File: src/rtl/cs_pkg.sv
package cs_pkg;
  localparam int unsigned BLOCK_FRAMES = 192;
  localparam int unsigned PIN_SPAN     = 32;

  typedef struct packed {
    logic       nonaudio_n;
    logic [1:0] emph;
    logic [1:0] rate_n;
    logic       chmode_n;
  } pro_pins_t;

  typedef struct packed {
    logic       copy_n;
    logic       emph_n;
    logic [1:0] cat_n;
    logic       gen_n;
    logic [1:0] fc_n;
  } con_pins_t;
endpackage

File: src/rtl/cs_frame_counter.sv
module cs_frame_counter #(
  parameter int unsigned FRAMES = 192,
  localparam int unsigned IW = $clog2(FRAMES)
) (
  input  logic          clk_i,
  input  logic          rst_ni,
  input  logic          adv_i,
  output logic [IW-1:0] idx_o
);
  localparam logic [IW-1:0] LAST = IW'(FRAMES - 1);

  logic [IW-1:0] idx_q;

  always_ff @(posedge clk_i or negedge rst_ni) begin
    if (!rst_ni)            idx_q <= '0;
    else if (adv_i) begin
      if (idx_q == LAST)    idx_q <= '0;
      else                  idx_q <= idx_q + 1'b1;
    end
  end

  assign idx_o = idx_q;

  assert_advance_R1: assert property (@(posedge clk_i) disable iff (!rst_ni)
    (adv_i && idx_q != LAST) |=> idx_q == $past(idx_q) + 1'b1);
  assert_hold_R1: assert property (@(posedge clk_i) disable iff (!rst_ni)
    !adv_i |=> $stable(idx_q));
  assert_wrap_R2: assert property (@(posedge clk_i) disable iff (!rst_ni)
    (adv_i && idx_q == LAST) |=> idx_q == '0);
endmodule

File: src/rtl/cs_pin_map.sv
module cs_pin_map
  import cs_pkg::*;
#(
  parameter int unsigned SPAN = PIN_SPAN
) (
  input  logic            pro_mode_i,
  input  pro_pins_t       pro_i,
  input  con_pins_t       con_i,
  output logic [SPAN-1:0] val_o,
  output logic [SPAN-1:0] en_o
);
  logic [SPAN-1:0] pro_val, pro_en, con_val, con_en;

  always_comb begin
    pro_val = '0;
    pro_en  = '0;
    pro_val[1] = ~pro_i.nonaudio_n;
    // emphasis code is a thermometer over bits 4..2
    pro_val[2] = ~(pro_i.emph[1] & pro_i.emph[0]);
    pro_val[3] = ~pro_i.emph[1];
    pro_val[4] = ~(pro_i.emph[1] | pro_i.emph[0]);
    pro_val[6] = ~pro_i.rate_n[0];
    pro_val[7] = ~pro_i.rate_n[1];
    pro_val[9] = ~pro_i.chmode_n;
    pro_en[1] = 1'b1; pro_en[2] = 1'b1; pro_en[3] = 1'b1; pro_en[4] = 1'b1;
    pro_en[6] = 1'b1; pro_en[7] = 1'b1; pro_en[9] = 1'b1;
  end

  always_comb begin
    con_val = '0;
    con_en  = '0;
    con_val[2]  = ~con_i.copy_n;
    con_val[3]  = ~con_i.emph_n;
    con_val[8]  = ~con_i.cat_n[0];
    con_val[9]  = ~con_i.cat_n[1];
    con_val[15] = ~con_i.gen_n;
    con_val[24] = ~con_i.fc_n[0];
    con_val[25] = ~con_i.fc_n[1];
    con_en[2] = 1'b1; con_en[3] = 1'b1; con_en[8] = 1'b1; con_en[9] = 1'b1;
    con_en[15] = 1'b1; con_en[24] = 1'b1; con_en[25] = 1'b1;
  end

  assign val_o = pro_mode_i ? pro_val : con_val;
  assign en_o  = pro_mode_i ? pro_en  : con_en;
endmodule

File: src/rtl/cs_bit_gen.sv
module cs_bit_gen
  import cs_pkg::*;
#(
  parameter int unsigned FRAMES = BLOCK_FRAMES,
  parameter int unsigned SPAN   = PIN_SPAN,
  localparam int unsigned IW = $clog2(FRAMES),
  localparam int unsigned SW = $clog2(SPAN)
) (
  input  logic       clk_i,
  input  logic       rst_ni,
  input  logic       frame_adv_i,
  input  logic       cs_ser_i,
  input  logic       pro_ni,
  input  logic       pro_nonaudio_ni,
  input  logic [1:0] emph_i,
  input  logic [1:0] pro_rate_ni,
  input  logic       pro_chmode_ni,
  input  logic       con_copy_ni,
  input  logic       con_emph_ni,
  input  logic [1:0] con_cat_ni,
  input  logic       con_gen_ni,
  input  logic [1:0] fc_ni,
  output logic       c_bit_o,
  output logic       block_start_o,
  output logic       cd_mode_o
);
  logic [IW-1:0]   idx;
  logic [SPAN-1:0] pin_val, pin_en;
  pro_pins_t       pro_pins;
  con_pins_t       con_pins;
  logic            in_span;
  logic [SW-1:0]   sel;

  cs_frame_counter #(.FRAMES(FRAMES)) u_cnt (
    .clk_i (clk_i),
    .rst_ni(rst_ni),
    .adv_i (frame_adv_i),
    .idx_o (idx)
  );

  assign pro_pins = '{nonaudio_n: pro_nonaudio_ni, emph: emph_i,
                      rate_n: pro_rate_ni, chmode_n: pro_chmode_ni};
  assign con_pins = '{copy_n: con_copy_ni, emph_n: con_emph_ni,
                      cat_n: con_cat_ni, gen_n: con_gen_ni, fc_n: fc_ni};

  cs_pin_map #(.SPAN(SPAN)) u_map (
    .pro_mode_i(~pro_ni),
    .pro_i     (pro_pins),
    .con_i     (con_pins),
    .val_o     (pin_val),
    .en_o      (pin_en)
  );

  assign in_span = (idx < IW'(SPAN));
  assign sel     = idx[SW-1:0];

  always_comb begin
    if (idx == '0)                  c_bit_o = ~pro_ni;
    else if (in_span && pin_en[sel]) c_bit_o = pin_val[sel] | cs_ser_i;
    else                             c_bit_o = cs_ser_i;
  end

  assign block_start_o = (idx == '0);
  assign cd_mode_o     = pro_ni & fc_ni[1] & fc_ni[0];

  assert_bit0_pro_R3: assert property (@(posedge clk_i) disable iff (!rst_ni)
    (block_start_o && !pro_ni) |-> c_bit_o);
  assert_bit0_con_R3: assert property (@(posedge clk_i) disable iff (!rst_ni)
    (block_start_o && pro_ni) |-> !c_bit_o);
  assert_ser_pass_R8: assert property (@(posedge clk_i) disable iff (!rst_ni)
    !in_span |-> c_bit_o == cs_ser_i);
  assert_or_ser_R6: assert property (@(posedge clk_i) disable iff (!rst_ni)
    (cs_ser_i && !block_start_o) |-> c_bit_o);
  assert_cd_pro_R7: assert property (@(posedge clk_i) disable iff (!rst_ni)
    !pro_ni |-> !cd_mode_o);
endmodule

File: config.mk
export PLATFORM = sky130hd
export DESIGN_NAME = cs_bit_gen
export DESIGN_NICKNAME = d
export VERILOG_FILES = /design/src/rtl/cs_pkg.sv /design/src/rtl/cs_frame_counter.sv /design/src/rtl/cs_pin_map.sv /design/src/rtl/cs_bit_gen.sv
export SDC_FILE = /design/constraint.sdc
export NUM_CORES = 1
export LEC_CHECK = 0
export BUFFER_PORTS_ARGS = -buffer_cell sky130_fd_sc_hd__buf_4
export CORE_MARGIN = 2
export CORE_UTILIZATION = 62
export CTS_CLUSTER_SIZE = 40
export DETAILED_ROUTE_END_ITERATION = 16
export PLACE_DENSITY = 0.95
export SLEW_MARGIN = 15
export SYNTH_ARGS = -nofsm -noshare
export SYNTH_HDL_FRONTEND = slang
export SYNTH_HIERARCHICAL = 1
export SYNTH_SLANG_ARGS = --single-unit
File: constraint.sdc
create_clock -name clk_i -period 2.6 [get_ports clk_i]
set_input_delay 0.13 -clock clk_i [delete_from_list [all_inputs] [get_ports clk_i]]
set_output_delay 0.13 -clock clk_i [all_outputs]
set_load 0.01 [all_outputs]
### Word level (Yosys, flattened, before mapping)

Cells that the tools add are included.

| word-level totals | value |
|---|---|
| bits in registers | 8 |

| operators by class | value |
|---|---|
| reduce and logical (&&, ||, !) cells | 2 |
| magnitude comparators | 2 |
| bitwise gates (word level) | 20 |
| mux-type cells | 9 |
| eq/ne operators | 1 |
| $add $sub $neg | 1 |

Operator list:

| kind | number |
|---|---|
| 26-bit two-way mux | 2 |
| 1-bit inverter | 15 |
| 1-bit binary-select mux with 5-bit select | 2 |
| 8-bit by 1-bit adder with 8-bit output, second input constant | 1 |
| 8-bit equality test, second input constant | 1 |
| 8-bit zero test | 1 |
| 8-bit by 6-bit < comparator with 1-bit output, second input constant | 1 |
| 8-bit two-way mux | 1 |
| 5-bit by 6-bit < comparator with 1-bit output, second input constant | 1 |
| 1-bit two-way mux | 4 |
| 1-bit bitwise AND | 3 |
| 1-bit OR | 2 |
| 1-bit logical AND | 1 |

### Depth between registers and ports, before layout

Gate-level depths: netlist of the first run.

| depth | value |
|---|---|
| depth after elaboration | 8 |
| gate-level depth with buffers | 9 |

### Hierarchy

Netlist of the first run, hierarchy kept.

By module, submodules not included:

| module | cells an instance | sequential area each (um2) | area each (um2) | times used |
|---|---|---|---|---|
| cs_bit_gen | 72 | 0.0 | 486.7 | 1 |
| cs_pin_map | 68 | 0.0 | 486.7 | 1 |
| cs_frame_counter | 39 | 200.2 | 400.4 | 1 |

### Worst setup path after synthesis of the first run

OpenSTA, ideal clock, no wires.

| timing | value |
|---|---|
| kind | register -> output |
| start | reg u_cnt.idx_q[2] (netlist: u_cnt/idx_o[2]) |
| end | out c_bit_o |
| arrival | 1.624 ns |
| required time | 2.470 ns |
| stages on the path, launching flop included | 7 |
| slack | 0.846 ns |
| cell sequence | dfrtp_1 -> clkbuf_1 -> nor3_1 -> and3_1 -> mux2i_1 -> a31oi_1 -> a41oi_2 |

| between the ends | value |
|---|---|
| elaborated cells between the ends (all ways) | 10 |

RTL lines:

| element | line | text |
|---|---|---|
| from (decl) | cs_frame_counter.sv:12 | `logic [IW-1:0] idx_q;` |
| from (signal assigned) | cs_frame_counter.sv:18 | `else idx_q <= idx_q + 1'b1;` |
| 8-bit zero test | n/a |  |
| named net block_start_o | cs_bit_gen.sv:24 | `output logic block_start_o,` |
| 1-bit two-way mux | cs_bit_gen.sv:58 | `if (idx == '0) c_bit_o = ~pro_ni;` |
| to (decl) | cs_bit_gen.sv:23 | `output logic c_bit_o,` |

The timed path passes the listed nets, and every way through them passes these cells. The select of a mux whose other input is x is not followed.

### Worst setup path in the final report of the first run

| timing | value |
|---|---|
| start | reg u_cnt.idx_q[1] (netlist: u_cnt/idx_o[1]) |
| end | out c_bit_o |

| between the ends | value |
|---|---|
| cells in the longest elaborated chain, start to end | 5 |
| elaborated cells between the ends (all ways) | 10 |

Ends and longest elaborated chain:

| element | line | text |
|---|---|---|
| 1-bit binary-select mux with 5-bit select | cs_bit_gen.sv:59 | `else if (in_span && pin_en[sel]) c_bit_o = pin_val[sel] \| cs_ser_i;` |
| 1-bit two-way mux (not written as such) | cs_bit_gen.sv:59 |  |
| 1-bit OR / 1-bit logical AND (equally long branches) | cs_bit_gen.sv:59 |  |
| 1-bit two-way mux | cs_bit_gen.sv:59 |  |
| 1-bit two-way mux (*) | cs_bit_gen.sv:58 |  |

Mark *: on every way between the ends. The rest lies on a longest branch, timed or not. The select of a mux whose other input is x is not followed.

==> impl_metrics.py, run 1 <==
metrics = {
    "outcome": {
        "status": "finished clean",
    },
    "synthesis": {
        "yosysUniqueCellTypes": 41,
        "ys.warnings.count": 6,
        "synth_cells": 179,
        "ys_seq_area_frac": 0.146,
        "synth_seq_cells": 8,
        "avgSynthCellArea_um2": 7.67,
        "synth_edf_count": 0,
        "netlist_area_um2": 1370,
        "ys.flop_type": "dfrtp_1",
        "async_reset_ff_frac": 1.00,
    },
    "critical_path": {
        "r2r-end": "u_cnt/idx_o[6]",
        "cp_cell_sequence": "inv_4, mux4_2, a22oi_1, a31oi_1, a41oi_2, buf_4",
        "path_buf_inv": 2,
        "path_depth": 6,
        "arrival_ps": 2040,
        "cp_top_family": "flip-flops",
        "worstSetupStartpointType": "flip-flop",
        "cpPeakStageDelay_ps": 520,
        "reg2reg_from": "u_cnt/idx_o[1]",
        "r2r_setup_slack_ps": 910,
        "crit_type": "reg -> out",
        "worst_setup_path_end_kind": "output pin",
        "crit_fanout": 10,
        "slowest_stage": "dfrtp_1",
        "reg2reg_depth": 5,
        "worstPathRequired_ps": 2470,
    },
    "clocking": {
        "root_buffer": "clkbuf_4",
        "post-cts-setup-buffer-count": 0,
        "hold_buffers": 1,
        "clk_pin_slew_ps": 50,
        "numCtsBuffers": 3,
        "clock_path_buffers": 2,
        "clock_latency_ps": 250,
        "cts.sinks": 8,
        "cts-htree-levels": 1,
        "cts_tree": "done",
        "cts_resized": 0,
    },
    "route": {
        "wl_per_cell_um": 10.9,
        "drtPass1Iterations": 5,
        "via_count": 1051,
        "drcViolationCount": 0,
        "vias_per_cell": 4.82,
        "final_antenna_net_count": 0,
        "drtIter0Drc": 36,
        "routed_wl_mm": 2.37,
    },
    "power": {
        "cellPowerDensity_nw_per_um2": 619,
        "ir_drop_v": 0.000419,
        "p_total_uw": 822,
        "power.leakage_nw": 0.586,
    },
    "sta": {
        "layout_setup_ws_ps": 429,
        "skew_ps": 0.932,
        "rsz0062_at_grt": "no",
        "tns_ps": 0,
        "whs_ps": 146,
        "finalCritPeriodShare": 0.835,
        "max_slew_margin": 0.653,
        "fmax_mhz": 461,
        "setup_violations": 0,
        "post-route-min-period_ps": 2170,
        "hold_viol": 0,
        "slew_violations": 0,
        "worst_pin_slew_ps": 520,
    },
    "global_routing": {
        "grt_pass1_vias": 917,
        "gr-usage-all-layers": 0.196,
        "antenna_found_initial": 0,
        "grt_remaining_overflow": 0,
        "grt_max_degree": 17,
        "grt_pass1_wl_mm": 3.86,
    },
    "floorplan": {
        "die_area_um2": 2610,
        "core_um2": 2150,
        "rows": 17,
        "dieHeight_um": 51.1,
        "ios": 21,
        "start_util": 0.639,
        "die_width_um": 51.1,
    },
    "final_layout": {
        "area_delta_synth_final_pct": -3.28,
        "fin_area_um2": 1330,
        "nets": 211,
        "drive_gt1_frac": 0.195,
        "antennaDiodeCount": 0,
        "largest_register_ffs": 8,
    },
    "min_path": {
        "min_from": "frame_adv_i",
        "hold_depth": 2,
        "hold_path_class": "in -> reg",
        "hold_end": "u_cnt/idx_o[0]",
    },
    "placed_design": {
        "port_buffers": 20,
        "gp_congestion": 0.803,
        "dp_hpwl_mm": 1.87,
        "dpl_cell_area_um2": 1300,
        "pre_cts_slack_ps": 501,
    },
    "job": {
        "maxCapViolCount": 0,
    },
}
==> cell usage after synthesis (3+ instances only) <==
| master | n | area [um^2] |
|---|---|---|
| mux4_2 | 5 | 113 |
| buf_6 | 3 | 33.8 |
| inv_1 | 4 | 15.0 |
| nand2_1 | 26 | 97.6 |
| mux2i_1 | 3 | 30.0 |
| buf_4 | 53 | 398 |
| nand2b_1 | 3 | 18.8 |
| and3_1 | 4 | 25.0 |
| nand4_1 | 4 | 25.0 |
| nand3_1 | 10 | 50.1 |
| a31oi_1 | 3 | 18.8 |
| o21ai_0 | 8 | 40.0 |
| nor2_1 | 10 | 37.5 |
| dfrtp_1 | 8 | 200 |
==> per-layer routing <==
metal  routed length (um)  vias to the layer above  global-route usage
met3                  115                        0              0.0351
met5                    0                        -                   0
li1                     -                      549                   -
met4                    0                        0              0.0270
met1                 1040                      459               0.227
met2                 1220                       43               0.379
==> per-stage QoR <==
stage               instances  utilization
CTS                       218        0.619
global route              218        0.619
floorplan                 222            -
detailed placement        214        0.603
finish                    218        0.619
global placement          214        0.603
==> cells in the final DEF (no fill, tap or decap), types with 3 or more instances in the layout <==
cell	count
a31oi_1	3
and3_1	4
buf_4	22
clkbuf_4	3
conb_1	45
dfrtp_1	8
inv_1	4
mux2i_1	3
mux4_2	5
nand2_1	26
nand2b_1	3
nand3_1	10
nand4_1	4
nor2_1	10
o21ai_0	8
==> power by group <==
part	leakage, nW	internal (mW)	total (mW)	switching [mW]
logic	0.485	0.228	0.449	0.221
registers	0.0872	0.169	0.280	0.110
clock network	0.0138	0.0527	0.0931	0.0404
total	0.586	0.450	0.822	0.372
==> final cells by class <==
type | count | area [um^2]
multi-input combinational | 150 | 868
tap | 28 | 35.0
fill | 202 | 820
inverter | 6 | 27.5
clock buffer | 3 | 22.5
sequential | 8 | 200
timing repair buffer | 23 | 175
==> kinds of logic after synthesis <==
family / share of synthesized area
other cells: 0.00547
mux: 0.112
buf+inv: 0.340
compound gates: 0.122
fa+ha+maj: 0.00911
flops: 0.146
simple gates: 0.247
xor+xnor: 0.0191
==> how the worst max path moves through the flow <==
stage                        start  slack (ps)  endpoint
floorplan           u_cnt/idx_o[2]         850   c_bit_o
global placement            pro_ni         540   c_bit_o
detailed placement          pro_ni         500   c_bit_o
CTS                 u_cnt/idx_o[1]         400   c_bit_o
global route        u_cnt/idx_o[1]         280   c_bit_o
finish              u_cnt/idx_o[1]         430   c_bit_o
Note: power is estimated with default switching activity, not from simulation.
==> run 2, diff against run 1 <==
- ABC_AREA: unset -> 1
- CORE_UTILIZATION: 62 -> 52
- PLACE_DENSITY: 0.95 -> 0.86
- clock period: 2.6 -> 1.9 ns (I/O delays scaled with it)
==> impl_metrics.py, run 2 <==
metrics = {
    "synthesis": {
        "synth_cells": 239,
        "ys.flop_type": "dfrtp_1",
        "synth_top_area_share": 0.263,
        "yosysTopAreaCell": "buf_4",
        "avgSynthCellArea_um2": 6.21,
        "async_reset_ff_frac": 1.00,
        "synth_seq_cells": 8,
        "ys.warnings.count": 6,
        "ys_seq_area_frac": 0.135,
        "synth_edf_count": 0,
        "synth_most_common_cell": "nand2_1",
        "yosys-top-cells-count": "60 x nand2_1, 52 x buf_4, 46 x nand3_1, 16 x nor2_1, 15 x inv_1",
        "netlist_area_um2": 1490,
        "yosys-top-cells-area": "buf_4 26%, nand3_1 16%, nand2_1 15%",
        "yosysUniqueCellTypes": 23,
    },
    "clocking": {
        "clk_pin_slew_ps": 70,
        "clock_latency_ps": 260,
        "clock_path_buffers": 2,
        "cts.sinks": 8,
        "cts-htree-levels": 1,
        "numCtsBuffers": 3,
        "root_buffer": "clkbuf_4",
        "cts_tree": "done",
    },
    "power": {
        "switching_power_uw": 618,
        "p_int_uw": 603,
        "ir_drop_v": 0.000494,
        "power_frac_clock": 0.114,
        "cellPowerDensity_nw_per_um2": 832,
        "p_sw_frac": 0.506,
        "power.leakage_nw": 0.837,
        "p_comb_frac": 0.598,
        "seqPwrFrac": 0.288,
    },
    "sta": {
        "slew_violations": 0,
        "setup_violations": 0,
        "finalCritPeriodShare": 0.931,
        "skew_ps": 13.0,
        "hold_viol": 0,
        "fmax_mhz": 565,
        "post-route-min-period_ps": 1770,
        "whs_ps": 65.9,
        "layout_setup_ws_ps": 130,
    },
    "placed_design": {
        "gp_congestion": 0.888,
        "port_buffers": 20,
        "dpl_cell_area_um2": 1400,
        "dp_hpwl_mm": 2.00,
        "pre_cts_slack_ps": 234,
    },
    "global_routing": {
        "grt_max_degree": 14,
        "grt_pass1_wl_mm": 4.57,
        "gr-usage-all-layers": 0.173,
        "grt_pass1_vias": 1133,
        "antenna_found_initial": 0,
        "grt_remaining_overflow": 0,
    },
    "route": {
        "wl_per_cell_um": 9.15,
        "drtIter0Drc": 58,
        "vias_per_cell": 4.48,
        "drtPass1Iterations": 4,
        "routed_wl_mm": 2.63,
        "via_count": 1290,
        "final_antenna_net_count": 0,
        "drcViolationCount": 0,
    },
    "job": {
        "maxCapViolCount": 0,
    },
    "critical_path": {
        "slowest_stage": "dfrtp_2",
        "cp_top_family": "simple AND/OR/NAND/NOR gates",
        "cp_cell_sequence": "buf_4, nand3_1, nand3_1, nand2_1, nand2_1, nand2_1, nand2_1, nand2_1, nor2_1, nand2_1, a21oi_2, buf_4",
        "arrival_ps": 1670,
        "path_buf_inv": 2,
        "path_common_cell": "nand2_1",
        "r2r_setup_slack_ps": 370,
        "crit_type": "reg -> out",
        "crit_fanout": 8,
        "reg2reg_depth": 7,
        "worstSetupStartpointType": "flip-flop",
        "cpPeakStageDelay_ps": 470,
        "r2r-end": "u_cnt/idx_o[5]",
        "worst_setup_path_end_kind": "output pin",
        "reg2reg_from": "u_cnt/idx_o[0]",
        "worstPathRequired_ps": 1800,
    },
    "floorplan": {
        "dieHeight_um": 57.4,
        "die_area_um2": 3300,
        "ios": 21,
        "die_width_um": 57.4,
        "rows": 19,
        "core_um2": 2730,
        "start_util": 0.543,
    },
    "final_layout": {
        "final_common_cell": "nand2_1",
        "drive_gt1_frac": 0.222,
        "nets": 278,
        "area_delta_synth_final_pct": -1.18,
        "final_util": 0.537,
        "antennaDiodeCount": 0,
        "largest_register_ffs": 8,
        "fin_area_um2": 1470,
        "layout_common_cells": "60 x nand2_1, 46 x nand3_1, 45 x conb_1",
    },
    "min_path": {
        "hold_depth": 3,
        "hold_end": "u_cnt/idx_o[1]",
        "min_from": "frame_adv_i",
        "hold_path_class": "in -> reg",
    },
    "outcome": {
        "status": "finished clean",
    },
}
## run 2: changes by cell type in the layout (fill, tap and decap cells not counted), moves of 4 or more
cell and change:
a21oi_1 +4, mux4_2 -5, nand2_1 +34, o21ai_0 -7
buf_4 +6, nor2_2 +5, nor2_1 +6, inv_1 +11
nand3_1 +36, and3_1 -4, nand2_2 +7
## run 2: how the worst max path moves through the flow
| stage | cells after the start | start | slack (ps) | endpoint |
|---|---|---|---|---|
| final | 12 | u_cnt/idx_o[0] | 130 | c_bit_o |
| after global routing | 12 | u_cnt/idx_o[0] | -30 | c_bit_o |
| after CTS | 12 | u_cnt/idx_o[0] | 70 | c_bit_o |
| after detailed placement | 12 | u_cnt/idx_o[0] | 230 | c_bit_o |
| after global placement | 12 | u_cnt/idx_o[0] | 230 | c_bit_o |
| after floorplan | 10 | u_cnt/idx_o[0] | 540 | c_bit_o |
## run 2: power by group through the flow
| stage | Clock, mW | Combinational, mW | Sequential (mW) |
|---|---|---|---|
| 3_3_place_gp | 0 | 0.677 | 0.349 |
| 4_1_cts | 0.146 | 0.699 | 0.350 |
| 2_1_floorplan | 0 | 0.711 | 0.319 |
| 6_report | 0.139 | 0.730 | 0.351 |
| 5_1_grt | 0.149 | 0.837 | 0.360 |
| 3_5_place_dp | 0 | 0.693 | 0.353 |
## run 2: kinds of logic (layout without fill, tap and decap cells)
family | after synthesis | in the layout | share of synthesized area
AO/OA/AOI/OAI | 7 | 7 | 0.0261
adder cells (fa/ha/maj) | 1 | 1 | 0.00842
buffers and inverters | 78 | 53 | 0.377
flip-flops | 8 | 8 | 0.135
other | 2 | 45 | 0.00506
AND/OR/NAND/NOR | 143 | 143 | 0.449
## run 2: per-stage QoR
| step | std cells | power (mW) | setup TNS, ps |
|---|---|---|---|
| after global placement | 280 | 1.03 | 0 |
| after CTS | 284 | 1.19 | 0 |
| final | 288 | 1.22 | 0 |
| after global routing | 288 | 1.35 | -29.7 |
| after floorplan | 282 | 1.03 | 0 |
| after detailed placement | 280 | 1.05 | 0 |
## run 2: repair_timing
item,in CTS,in global routing
gates resized for setup,2,3
setup buffers,0,4
setup endpoints to repair,1,1
hold buffers,1,0
endpoints found under the hold margin,8,0
## run 2: area by class of cell
| class | instances | area (um^2) |
|---|---|---|
| Fill cell | 282 | 1270 |
| Multi-Input combinational cell | 196 | 887 |
| Timing Repair Buffer | 29 | 220 |
| Sequential cell | 8 | 203 |
| Inverter | 21 | 96.3 |
| Tap cell | 31 | 38.8 |
| Clock buffer | 3 | 22.5 |
## run 2: per-layer routing
| metal | up-vias | GRT usage | part of all wire |
|---|---|---|---|
| met2 | 35 | 0.308 | 0.50 |
| met1 | 557 | 0.207 | 0.43 |
| li1 | 694 | - | - |
| met4 | 0 | 0.0731 | 0.011 |
| met3 | 4 | 0.0227 | 0.062 |
| met5 | - | 0 | 0 |
## run 2: worst register-to-register path: cells and delay by family (launching register included)
kind                       cells  cell delay, ps
buffers and inverters          1             200
DFF                            1             470
adders and majority gates      1             220
and+or+nand+nor                5             530
==> run 3, diff against run 2 <==
- PLACE_DENSITY: 0.86 -> 0.76
==> impl_metrics.py, run 3 (same netlist as run 2, synthesis figures left out) <==
metrics = {
    "outcome": {
        "status": "finished clean",
    },
    "final_layout": {
        "final_util": 0.534,
        "antennaDiodeCount": 0,
        "regArea_um2": 203,
        "area_delta_synth_final_pct": -1.68,
        "nFillCells": 302,
        "multi_input_area_um2": 887,
        "layout_common_cells": "60 x nand2_1, 46 x nand3_1, 45 x conb_1",
        "drive_gt1_frac": 0.219,
        "stdcell_count": 287,
        "largest_register_ffs": 8,
        "final_common_cell": "nand2_1",
        "nets": 277,
    },
    "sta": {
        "layout_setup_ws_ps": 183,
        "slew_violations": 0,
        "setup_violations": 0,
        "hold_viol": 0,
        "post-route-min-period_ps": 1720,
        "fmax_mhz": 583,
        "skew_ps": 5.11,
        "whs_ps": 79.0,
        "finalCritPeriodShare": 0.903,
    },
    "job": {
        "maxCapViolCount": 0,
    },
    "floorplan": {
        "die_width_um": 57.4,
        "dieHeight_um": 57.4,
        "core_um2": 2730,
        "start_util": 0.543,
        "die_area_um2": 3300,
        "ios": 21,
        "rows": 19,
    },
    "global_routing": {
        "gr-usage-all-layers": 0.150,
        "grt_pass1_vias": 1000,
        "grt_max_degree": 14,
        "grt_pass1_wl_mm": 4.05,
        "antenna_found_initial": 0,
        "grt_remaining_overflow": 0,
    },
    "clocking": {
        "clk_pin_slew_ps": 60,
        "cts-htree-levels": 1,
        "clock_latency_ps": 250,
        "cts.sinks": 8,
        "clock_path_buffers": 2,
        "numCtsBuffers": 3,
        "root_buffer": "clkbuf_4",
        "cts_tree": "done",
    },
    "route": {
        "drcViolationCount": 0,
        "routed_wl_mm": 2.30,
        "via_count": 1229,
        "vias_per_cell": 4.28,
        "drtIter0Drc": 35,
        "drtPass1Iterations": 4,
        "final_antenna_net_count": 0,
        "wl_per_cell_um": 8.03,
    },
    "placed_design": {
        "port_buffers": 20,
        "dp_hpwl_mm": 1.87,
        "pre_cts_slack_ps": 282,
        "gp_congestion": 0.795,
        "place_inst": 281,
    },
    "critical_path": {
        "path_depth": 10,
        "cpPeakStageDelay_ps": 450,
        "reg2reg_depth": 7,
        "arrival_ps": 1620,
        "cp_cell_sequence": "buf_4, nand3_1, nand3_1, nand2_1, nand2_1, a21oi_1, nor2_1, nand2_1, a21oi_2, buf_4",
        "crit_fanout": 9,
        "path_buf_inv": 2,
        "critical_path.startpoint": "u_cnt/idx_o[0]",
        "reg2reg_from": "u_cnt/idx_o[0]",
        "cp_top_family": "flip-flops",
        "worst_setup_path_end_kind": "output pin",
        "slowest_stage": "dfrtp_2",
        "worstPathRequired_ps": 1800,
        "crit_type": "reg -> out",
        "worstSetupStartpointType": "flip-flop",
        "path_common_cell": "nand2_1",
    },
    "min_path": {
        "hold_depth": 3,
        "min_from": "frame_adv_i",
        "hold_path_class": "in -> reg",
    },
    "power": {
        "ir_drop_v": 0.000744,
        "power.leakage_nw": 0.832,
        "p_total_mw": 1.18,
        "cellPowerDensity_nw_per_um2": 810,
    },
}
==> run 3: what timing repair did <==
item	in CTS	in global routing
endpoints found under the setup margin	0	1
setup buffers	0	2
gates resized for setup	0	5
hold buffers	1	0
endpoints found under the hold margin	8	0
==> run 3: layout make-up <==
cell class              count  share of cell area
multi-input cells         196               0.608
repair buffers             28               0.146
flip-flops and latches      8               0.139
inverters                  21              0.0660
well taps                  31              0.0266
clock buffers               3              0.0154
==> run 3: worst register-to-register path, cell delays in order, from the launching register on <==
cell	delay, ps
dfrtp_2	450
buf_4	170
ha_1	180
nand2_1	90
nor2_4	180
nand2_2	70
nor2_2	100
a21oi_1	50
==> run 3: worst paths after layout <==
kind	to	slack, ps
min reg2reg	u_cnt/idx_o[6]	580
max	c_bit_o	180
min in group asynchronous	u_cnt/idx_o[1]	210
min	u_cnt/idx_o[1]	80
max reg2reg	u_cnt/idx_o[3]	490
max in group asynchronous	u_cnt/idx_o[0]	1550
==> run 3: stage by stage <==
stage / setup TNS (ps) / cell area (um^2)
2_1_floorplan: 0 / 1650
3_3_place_gp: 0 / 1410
3_5_place_dp: 0 / 1410
4_1_cts: 0 / 1440
5_1_grt: -1.42 / 1460
6_report: 0 / 1460
==> run 3: power breakdown <==
group | internal (mW) | switching, mW | total (mW)
logic | 0.287 | 0.411 | 0.698
registers | 0.239 | 0.117 | 0.356
clock network | 0.0723 | 0.0578 | 0.130
==> run 3: layer usage <==
layer  vias to the layer above  routed length, um  GRT usage
met4                         0                  4     0.0498
met1                       515               1140      0.199
met5                         -                  0          0
li1                        692                  -          -
met2                        20               1050      0.252
met3                         2                107     0.0181
